$ cat config.mk
export PLATFORM = sky130hd
export DESIGN_NAME = bus_req_sched
export DESIGN_NICKNAME = d
export VERILOG_FILES = /design/src/rtl/brq_pkg.sv /design/src/rtl/brq_ls_queue.sv /design/src/rtl/brq_push_fifo.sv /design/src/rtl/brq_pick.sv /design/src/rtl/bus_req_sched.sv
export SDC_FILE = /design/constraint.sdc
export NUM_CORES = 1
export LEC_CHECK = 0
export BUFFER_PORTS_ARGS = -buffer_cell sky130_fd_sc_hd__buf_2
export CORE_MARGIN = 3
export CORE_UTILIZATION = 65
export CTS_CLUSTER_SIZE = 40
export DETAILED_ROUTE_END_ITERATION = 12
export GPL_TIMING_DRIVEN = 0
export PLACE_DENSITY = 0.93
export RECOVER_POWER = 50
export SLEW_MARGIN = 10
export SYNTH_ARGS = -nofsm -noshare
export SYNTH_HDL_FRONTEND = slang
export SYNTH_SLANG_ARGS = --single-unit
$ cat constraint.sdc
create_clock -name clk -period 9.95 [get_ports clk]
set_clock_uncertainty 0.2 [all_clocks]
set_input_delay 1.99 -clock clk [delete_from_list [all_inputs] [get_ports clk]]
set_output_delay 1.99 -clock clk [all_outputs]
set_load 0.01 [all_outputs]
$ cat src/rtl/brq_pkg.sv
package brq_pkg;
    localparam int ADDR_W = 32;
    localparam int ID_W   = 4;

    typedef enum logic [1:0] {
        KIND_LOAD  = 2'd0,
        KIND_STORE = 2'd1,
        KIND_PUSH  = 2'd2
    } kind_e;

    typedef struct packed {
        logic              st;
        logic [ADDR_W-1:0] addr;
        logic [ID_W-1:0]   id;
    } ls_ent_t;

    typedef struct packed {
        logic [ADDR_W-1:0] addr;
        logic [ID_W-1:0]   id;
    } sp_ent_t;
endpackage

$ cat src/rtl/brq_ls_queue.sv
module brq_ls_queue
    import brq_pkg::*;
#(
    parameter int DEPTH = 4,
    localparam int IDX_W = $clog2(DEPTH),
    localparam int CNT_W = $clog2(DEPTH + 1)
) (
    input  logic                   clk,
    input  logic                   rst_n,
    input  logic                   enq_en,
    input  ls_ent_t                enq_ent,
    input  logic                   rm_en,
    input  logic [IDX_W-1:0]       rm_idx,
    output ls_ent_t [DEPTH-1:0]    ents,
    output logic    [DEPTH-1:0]    vld,
    output logic                   full
);
    typedef struct packed {
        ls_ent_t [DEPTH-1:0] ent;
        logic [CNT_W-1:0]    cnt;
    } state_t;

    state_t st_q, st_d;
    logic [CNT_W-1:0] cnt_mid;

    assign full = (st_q.cnt == CNT_W'(DEPTH));
    assign ents = st_q.ent;

    always_comb begin
        for (int i = 0; i < DEPTH; i++) vld[i] = (CNT_W'(i) < st_q.cnt);
    end

    always_comb begin
        st_d    = st_q;
        cnt_mid = st_q.cnt;
        if (rm_en) begin
            for (int i = 0; i < DEPTH - 1; i++)
                if (i >= int'(rm_idx)) st_d.ent[i] = st_q.ent[i+1];
            cnt_mid = st_q.cnt - CNT_W'(1);
        end
        st_d.cnt = cnt_mid;
        if (enq_en && !full) begin
            for (int i = 0; i < DEPTH; i++)
                if (CNT_W'(i) == cnt_mid) st_d.ent[i] = enq_ent;
            st_d.cnt = cnt_mid + CNT_W'(1);
        end
    end

    always_ff @(posedge clk) begin
        if (!rst_n) st_q <= '0;
        else        st_q <= st_d;
    end

    AST_LSQ_CNT_BOUND: assert property (@(posedge clk) disable iff (!rst_n)
        st_q.cnt <= CNT_W'(DEPTH));
    AST_LSQ_FULL_DROP: assert property (@(posedge clk) disable iff (!rst_n)
        full && !rm_en |=> st_q.cnt == CNT_W'(DEPTH));
    AST_LSQ_RM_LIVE: assert property (@(posedge clk) disable iff (!rst_n)
        rm_en |-> vld[rm_idx]);
endmodule

$ cat src/rtl/brq_push_fifo.sv
module brq_push_fifo
    import brq_pkg::*;
#(
    parameter int DEPTH = 2,
    localparam int CNT_W = $clog2(DEPTH + 1)
) (
    input  logic    clk,
    input  logic    rst_n,
    input  logic    enq_en,
    input  sp_ent_t enq_ent,
    input  logic    pop_en,
    output sp_ent_t head,
    output logic    nonempty,
    output logic    full
);
    typedef struct packed {
        sp_ent_t [DEPTH-1:0] ent;
        logic [CNT_W-1:0]    cnt;
    } state_t;

    state_t st_q, st_d;
    logic [CNT_W-1:0] cnt_mid;

    assign full     = (st_q.cnt == CNT_W'(DEPTH));
    assign nonempty = (st_q.cnt != '0);
    assign head     = st_q.ent[0];

    always_comb begin
        st_d    = st_q;
        cnt_mid = st_q.cnt;
        if (pop_en) begin
            for (int i = 0; i < DEPTH - 1; i++) st_d.ent[i] = st_q.ent[i+1];
            cnt_mid = st_q.cnt - CNT_W'(1);
        end
        st_d.cnt = cnt_mid;
        if (enq_en && !full) begin
            for (int i = 0; i < DEPTH; i++)
                if (CNT_W'(i) == cnt_mid) st_d.ent[i] = enq_ent;
            st_d.cnt = cnt_mid + CNT_W'(1);
        end
    end

    always_ff @(posedge clk) begin
        if (!rst_n) st_q <= '0;
        else        st_q <= st_d;
    end

    AST_SPQ_CNT_BOUND: assert property (@(posedge clk) disable iff (!rst_n)
        st_q.cnt <= CNT_W'(DEPTH));
    AST_SPQ_POP_LIVE: assert property (@(posedge clk) disable iff (!rst_n)
        pop_en |-> nonempty);
endmodule

$ cat src/rtl/brq_pick.sv
module brq_pick
    import brq_pkg::*;
#(
    parameter int DEPTH      = 4,
    parameter int LINE_BYTES = 32,
    localparam int IDX_W = $clog2(DEPTH),
    localparam int OFF_W = $clog2(LINE_BYTES)
) (
    input  ls_ent_t [DEPTH-1:0] ents,
    input  logic    [DEPTH-1:0] vld,
    output logic                ld_ok,
    output logic [IDX_W-1:0]    ld_idx,
    output logic                st_ok,
    output logic [IDX_W-1:0]    st_idx
);
    logic [DEPTH-1:0] blocked;
    logic [DEPTH-1:0] is_st;

    genvar g;
    generate
        for (g = 0; g < DEPTH; g++) begin : g_kind
            assign is_st[g] = vld[g] && ents[g].st;
        end
    endgenerate

    always_comb begin
        for (int i = 0; i < DEPTH; i++) begin
            blocked[i] = 1'b0;
            for (int j = 0; j < DEPTH; j++)
                if (j < i && is_st[j] &&
                    ents[j].addr[ADDR_W-1:OFF_W] == ents[i].addr[ADDR_W-1:OFF_W])
                    blocked[i] = 1'b1;
        end
    end

    always_comb begin
        ld_ok  = 1'b0;
        ld_idx = '0;
        st_ok  = 1'b0;
        st_idx = '0;
        for (int i = DEPTH - 1; i >= 0; i--) begin
            if (vld[i] && !ents[i].st && !blocked[i]) begin
                ld_ok  = 1'b1;
                ld_idx = IDX_W'(i);
            end
            if (is_st[i]) begin
                st_ok  = 1'b1;
                st_idx = IDX_W'(i);
            end
        end
    end
endmodule

$ cat src/rtl/bus_req_sched.sv
module bus_req_sched
    import brq_pkg::*;
#(
    parameter int LS_DEPTH   = 4,
    parameter int SP_DEPTH   = 2,
    parameter int LINE_BYTES = 32,
    localparam int IDX_W = $clog2(LS_DEPTH)
) (
    input  logic              clk,
    input  logic              rst_n,
    input  logic              ls_valid,
    input  logic              ls_is_store,
    input  logic [ADDR_W-1:0] ls_addr,
    input  logic [ID_W-1:0]   ls_id,
    output logic              ls_full,
    input  logic              sp_valid,
    input  logic [ADDR_W-1:0] sp_addr,
    input  logic [ID_W-1:0]   sp_id,
    output logic              sp_full,
    output logic              iss_valid,
    input  logic              iss_ready,
    output logic [1:0]        iss_kind,
    output logic [ADDR_W-1:0] iss_addr,
    output logic [ID_W-1:0]   iss_id
);
    ls_ent_t [LS_DEPTH-1:0] ls_ents;
    logic    [LS_DEPTH-1:0] ls_vld;
    sp_ent_t                sp_head;
    logic                   sp_nonempty;
    logic                   ld_ok, st_ok;
    logic [IDX_W-1:0]       ld_idx, st_idx;
    logic                   ls_rm, sp_pop;
    logic [IDX_W-1:0]       ls_rm_idx;
    kind_e                  kind;
    ls_ent_t                ls_enq;
    sp_ent_t                sp_enq;

    assign ls_enq = '{st: ls_is_store, addr: ls_addr, id: ls_id};
    assign sp_enq = '{addr: sp_addr, id: sp_id};

    brq_ls_queue #(.DEPTH(LS_DEPTH)) u_lsq (
        .clk(clk), .rst_n(rst_n),
        .enq_en(ls_valid), .enq_ent(ls_enq),
        .rm_en(ls_rm), .rm_idx(ls_rm_idx),
        .ents(ls_ents), .vld(ls_vld), .full(ls_full)
    );

    brq_push_fifo #(.DEPTH(SP_DEPTH)) u_spq (
        .clk(clk), .rst_n(rst_n),
        .enq_en(sp_valid), .enq_ent(sp_enq),
        .pop_en(sp_pop),
        .head(sp_head), .nonempty(sp_nonempty), .full(sp_full)
    );

    brq_pick #(.DEPTH(LS_DEPTH), .LINE_BYTES(LINE_BYTES)) u_pick (
        .ents(ls_ents), .vld(ls_vld),
        .ld_ok(ld_ok), .ld_idx(ld_idx),
        .st_ok(st_ok), .st_idx(st_idx)
    );

    always_comb begin
        iss_valid = 1'b1;
        kind      = KIND_LOAD;
        iss_addr  = '0;
        iss_id    = '0;
        ls_rm_idx = '0;
        if (sp_nonempty) begin
            kind     = KIND_PUSH;
            iss_addr = sp_head.addr;
            iss_id   = sp_head.id;
        end else if (ld_ok) begin
            kind      = KIND_LOAD;
            ls_rm_idx = ld_idx;
        end else if (st_ok) begin
            kind      = KIND_STORE;
            ls_rm_idx = st_idx;
        end else begin
            iss_valid = 1'b0;
        end
        if (kind != KIND_PUSH) begin
            iss_addr = ls_ents[ls_rm_idx].addr;
            iss_id   = ls_ents[ls_rm_idx].id;
        end
    end

    assign iss_kind = kind;
    assign sp_pop   = iss_valid && iss_ready && (kind == KIND_PUSH);
    assign ls_rm    = iss_valid && iss_ready && (kind != KIND_PUSH);

    AST_PUSH_FIRST: assert property (@(posedge clk) disable iff (!rst_n)
        sp_nonempty |-> iss_valid && iss_kind == 2'd2);
    AST_HOLD_NO_READY: assert property (@(posedge clk) disable iff (!rst_n)
        iss_valid && !iss_ready && !ls_valid && !sp_valid
        |=> iss_valid && $stable(iss_addr) && $stable(iss_id) && $stable(iss_kind));
    AST_IDLE_EMPTY: assert property (@(posedge clk) disable iff (!rst_n)
        !iss_valid |-> !sp_nonempty && ls_vld == '0);
endmodule

Word-level counts from Yosys, hierarchy flattened --
Index checks and enable logic that the tools add are counted.
Cells by class: $add $sub $neg 4, $lt $le $gt $ge 8, equality and inequality tests 14, muxes and demuxes 50, reduce and logical (&&, ||, !) cells 36
Operators by type and width (count):
- $mux 37 | 6
- $eq 27x27->1 | 6
- $mux 114 | 1
- $mux 111 | 1
- $mux 36 | 3
- $bmux 37 s2 | 1
- $mux 32 | 2
- $mux 38 | 1
- $mux 2 | 13
- $logic_and 1x1->1 | 22
- $mux 1 | 19
- $logic_not 1->1 | 9
- $mux 4 | 2
- $eq 2x3->1 const A | 2
- $lt 1x3->1 const A | 2
- $lt 2x3->1 const A | 2
- $eq 2x2->1 const B | 2
- $ge 1x2->1 const A | 2
- $reduce_and 2->1 | 2
- $add 3x1->3 const B | 1
- $eq 1x3->1 const A | 1
- $eq 3x3->1 const B | 1
- $logic_not 3->1 | 1
- $lt 2x3->1 const B | 1
- other kinds (9) | 9
Word-level totals: register bits after elaboration 225, word-level logic and storage cells 130

Depth between registers and ports, before layout --
depth in word-level cells 20, gate-level depth with buffers 16, mapped depth without buffers 12

Modules after synthesis --
From an unflattened synthesis, not the netlist that was laid out.
Second synthesis, totals: cell total of the unflattened synthesis 1674, area total of the unflattened synthesis 15114.5 um^2
Modules (own cells, without submodules):
- brq_ls_queue | times used 1, cells an instance 885, area each 8245.4 um^2, seq. area each 3022.9 um^2
- brq_push_fifo | times used 1, cells an instance 374, area each 3289.4 um^2, seq. area each 1481.4 um^2
- brq_pick | times used 1, cells an instance 240, area each 1885.6 um^2, seq. area each 0.0 um^2
- bus_req_sched | times used 1, cells an instance 175, area each 1694.1 um^2, seq. area each 0.0 um^2

Least setup slack after synthesis --
Ideal clock, no wire load.
kind register -> output, start point reg u_lsq.st_q[1] in the netlist's numbering, end point out iss_addr[0], arrival time 2.515 ns, data required time 7.760 ns, slack 5.245 ns, stages on the path, launching flop included 15, cells stage by stage dfxtp_1 -> buf_2 -> inv_1 -> ha_1 -> o21ba_1 -> o21ai_4 -> nor4_1 -> nand4_1 -> nand3_2 -> nand3_1 -> a21boi_1 -> buf_4 -> buf_6 -> mux2i_1 -> o221ai_1
On the way: longest elaborated chain between the ends 17
RTL lines:
- start, declared | line brq_ls_queue.sv:23 | state_t st_q, st_d;
- start signal, assigned | line brq_ls_queue.sv:51 | else st_q <= st_d;
- $lt 1x3->1 | line brq_ls_queue.sv:30 | for (int i = 0; i < DEPTH; i++) vld[i] = (CNT_W'(i) < st_q.cnt);
- $logic_and 1x1->1 | line brq_pick.sv:22 | assign is_st[g] = vld[g] && ents[g].st;
- $logic_and 1x1->1 | line brq_pick.sv:30 | if (j < i && is_st[j] &&
- $mux 1 (3 in series) | line brq_pick.sv:30
- $logic_not 1->1 | line brq_pick.sv:42 | if (vld[i] && !ents[i].st && !blocked[i]) begin
- $logic_and 1x1->1 | line brq_pick.sv:42
- $mux 2 or $mux 1 (tied branches) (4 in series) | line brq_pick.sv:42
- $mux 2 | line bus_req_sched.sv:71 | end else if (ld_ok) begin
- $mux 2 | line bus_req_sched.sv:67 | if (sp_nonempty) begin
- $bmux 37 s2 | line bus_req_sched.sv:81 | iss_addr = ls_ents[ls_rm_idx].addr;
- $mux 36
- $mux 32 * | line bus_req_sched.sv:80 | if (kind != KIND_PUSH) begin
- end, declared | line bus_req_sched.sv:23 | output logic [ADDR_W-1:0] iss_addr,
Mark *: on every way between the ends. The rest lies on a longest branch, timed or not. The select of a mux whose other input is x is not followed.

Worst setup path in the final report --
start point reg u_lsq.st_q[1] in the netlist's numbering, end point out iss_addr[29]
The elaborated chain is that of the path after synthesis.

==> key figures <==
Power and ir drop
  • Net Sw Power: 2.78 mW
  • VDD IR max: 0.000191 V
  • Switching Share: 47.0%
  • P_leak: 6.37 nW
  • Logic pwr share: 61.3%
  • Clock share of power: 15.9%
  • Power Dens Cells: 391 mW/mm²
  • Seq pwr share: 22.9%
  • Int Power: 3.13 mW

Setup path
  • CP startpoint kind: register
  • Crit. Startpoint: u_lsq.st_q[1]
  • CP Class: reg -> out
  • Crit path required time: 7.76 ns
  • Launch point of the worst reg-to-reg path: u_lsq.st_q[1]
  • Crit end category: primary output
  • Cell Chain, Critical Path: clkbuf_1, inv_1, ha_1, o21ba_1, o21ai_0, nor4_1, a22oi_1, a21oi_1, a21oi_1, nand2_1, clkbuf_1, o221ai_1, buf_2
  • CP max-delay cell: clkbuf_1
  • Reg2reg setup slack: 4.60 ns
  • Crit path DAT: 4.71 ns
  • Critical Path Fanout Max: 10
  • Worst path max stage delay: 0.51 ns

Floorplan
  • Initial Util: 66.4%
  • Die footprint: 0.0225 mm²
  • Die X: 150 µm
  • Die Span Y: 150 µm
  • I/O pins: 119
  • Std cell rows: 52
  • Core area: 0.0203 mm²

CTS
  • CTS tree: done
  • CTS clk-pin slew, worst paths: 0.06 ns
  • Postcts setup bufs: 0
  • Hold_buf cts: 0
  • CTS Buf Count: 24
  • Max Buffers Root-to-Sink: 3
  • CTS Sinks: 225
  • Skew-Pair Late Insertion Delay: 0.55 ns
  • CTS Root Cell: clkbuf_16
  • Post-cts resize count: 0
  • H-tree depth: 1

Final layout
  • Total Nets Final: 1,830
  • Final cell count without fillers: 2,031
  • Layout cell share with drive strength beyond 1: 16.8%
  • # fillers: 1,478
  • Layout area overhead: 12.0%
  • Final core occ: 74.4%
  • Diode count: 0

Detailed routing
  • Post-Route WL: 46,000 µm
  • ANT nets after route: 0
  • Via Count: 12,859
  • DRC errors left: 0
  • Routed vias/inst: 6.33
  • Pre-antenna DRT Iters: 6
  • DR WL/cell: 22.7 µm
  • DRT iter0 DRCs: 1,258

GRT
  • Largest net degree at the start of global routing: 14
  • Grt ovf: 0
  • First-pass GRT wire length: 69,700 µm
  • Total Routing Usage GR: 39.8%
  • Initial antenna violation count: 1
  • Vias in the first global route: 12,581

STA
  • Slew headroom: -21.2%
  • Fmax: 145 MHz
  • Final hold viol count: 0
  • Final Cycle Share: 69.3%
  • Worst Tran Pin Value: 1.80 ns
  • Hold WS: 0.268 ns
  • RSZ-0062 raised after global routing: false
  • Max-slew violation count: 11
  • Fin Setup TNS: 0 ns
  • Final setup fails: 0
  • Final Critical Period: 6.90 ns

Yosys
  • Mapped Cells: 1,601
  • Top cells by area, synth: dfxtp_1 33%, mux2i_1 14%, xnor2_1 8.8%
  • Mean Syn Cell Area: 8.42 µm²
  • Post-synth top area cell: dfxtp_1
  • Most frequent cell after synthesis: nand2_1
  • Post-synth top flop: dfxtp_1
  • #FFs+latches synth: 225
  • Cell Area, Synth: 0.0135 mm²
  • Post-synth top cells: 302 x nand2_1, 225 x dfxtp_1, 183 x mux2i_1, 135 x xnor2_1, 93 x buf_2
  • Mapped Nets: 1,687
  • Top cell type's share of synthesized area: 33.4%
  • Sequential area share after synthesis: 33.4%
  • Post-synth EDFFs: 0
  • Synth Warn #: 0
  • Post-synth cell types: 52
  • Asr flop ratio synth: 0%

Place
  • Dpl cells: 1,988
  • Final Wtd Congestion: 1.05
  • Post-DP HPWL: 33,900 µm
  • Number of buffers added on ports: 117

Status
  • Violated checks: capacitance limit, slew limit
  • Outcome: finished, violations left

Hold path
  • Hold Startpoint: u_spq.st_q[57]
  • Worst hold path class: reg -> reg

Flow run
  • Maxcap violations: 1
layout make-up:
type                       count  area [µm²]  area share [%]
buffer                       223        1160            7.68
clock buffer                  34         698            4.62
clock inverter                 9         128           0.845
inverter                       6        22.5           0.149
multi-input combinational   1147        7670            50.8
sequential                   225        4500            29.8
tap                          270         338            2.24
timing repair buffer         117         584            3.87
final timing paths:
| check | cells past startpoint | to |
|---|---|---|
| max | 13 | iss_addr[29] |
| min | 2 | u_spq.st_q[57] |
| max reg2reg | 14 | u_lsq.ents[135] |
| min reg2reg | 2 | u_spq.st_q[57] |
metrics by stage:
stage	setup slack, ns	area (µm²)	total power, mW
3_3_place_gp	4.20	14400	4.80
6_report	3.05	15100	5.91
2_1_floorplan	5.24	13500	3.88
4_1_cts	3.59	15200	5.85
5_1_grt	2.89	15100	6.16
3_5_place_dp	4.19	14400	4.89
critical path, delay by kind of cell, from the launching register on:
family          cells  cell delay [ns]
simple gates        2             0.91
buf+inv             4             1.27
flops               1             0.32
compound gates      6             1.43
fa+ha+maj           1             0.22
flip-flops by register name (all words and copies together), names as in the netlist:
| name | count |
|---|---|
| u_lsq.st_q | 3 |
| u_spq.st_q | 38 |
| u_spq.head | 36 |
| u_lsq.ents | 148 |
per-layer routing:
layer / global-route usage (%) / wire length [µm] / up-vias
met5: 0 / 15 / -
li1: - / - / 5787
met2: 66.5 / 21300 / 867
met3: 9.42 / 5100 / 170
met4: 15.1 / 2140 / 2
met1: 49.8 / 17500 / 6033
cell families (layout without fill, tap and decap cells):
family,count (synthesis),count (layout),synth area share [%]
AOI/OAI and AO/OA,395,395,19.2
and+or+nand+nor,393,393,12.7
buffers and inverters,229,389,9.41
DFF,225,225,33.4
muxes,183,183,13.6
xor gates and xnor gates,168,168,11.0
adders and majority gates,8,8,0.742
placed cells by master (no fill, tap or decap), types with 7 or more instances in the layout:
cell type	netlist	final
clkbuf_16	0	24
nor4_1	17	17
a21oi_1	80	81
nand4_1	32	32
a31oi_1	37	37
a21boi_1	31	7
buf_6	31	23
mux2i_1	183	183
o21ai_0	84	87
xor2_1	32	32
nand3_1	8	8
clkbuf_1	71	95
o21ai_1	32	31
xnor2_1	135	136
dfxtp_1	225	225
o221ai_1	36	36
clkbuf_2	18	18
nand2_1	302	302
ha_1	8	8
a21boi_0	43	67
buf_2	93	203
o211a_1	36	36
power by group through the flow:
stage / logic [mW] / registers [mW] / clock network, mW
after floorplan: 2.56 / 1.32 / 0
after global placement: 3.45 / 1.34 / 0
after detailed placement: 3.53 / 1.36 / 0
after CTS: 3.57 / 1.35 / 0.933
after global routing: 3.81 / 1.38 / 0.969
final: 3.62 / 1.35 / 0.937
(Power assumes the default switching activity.)
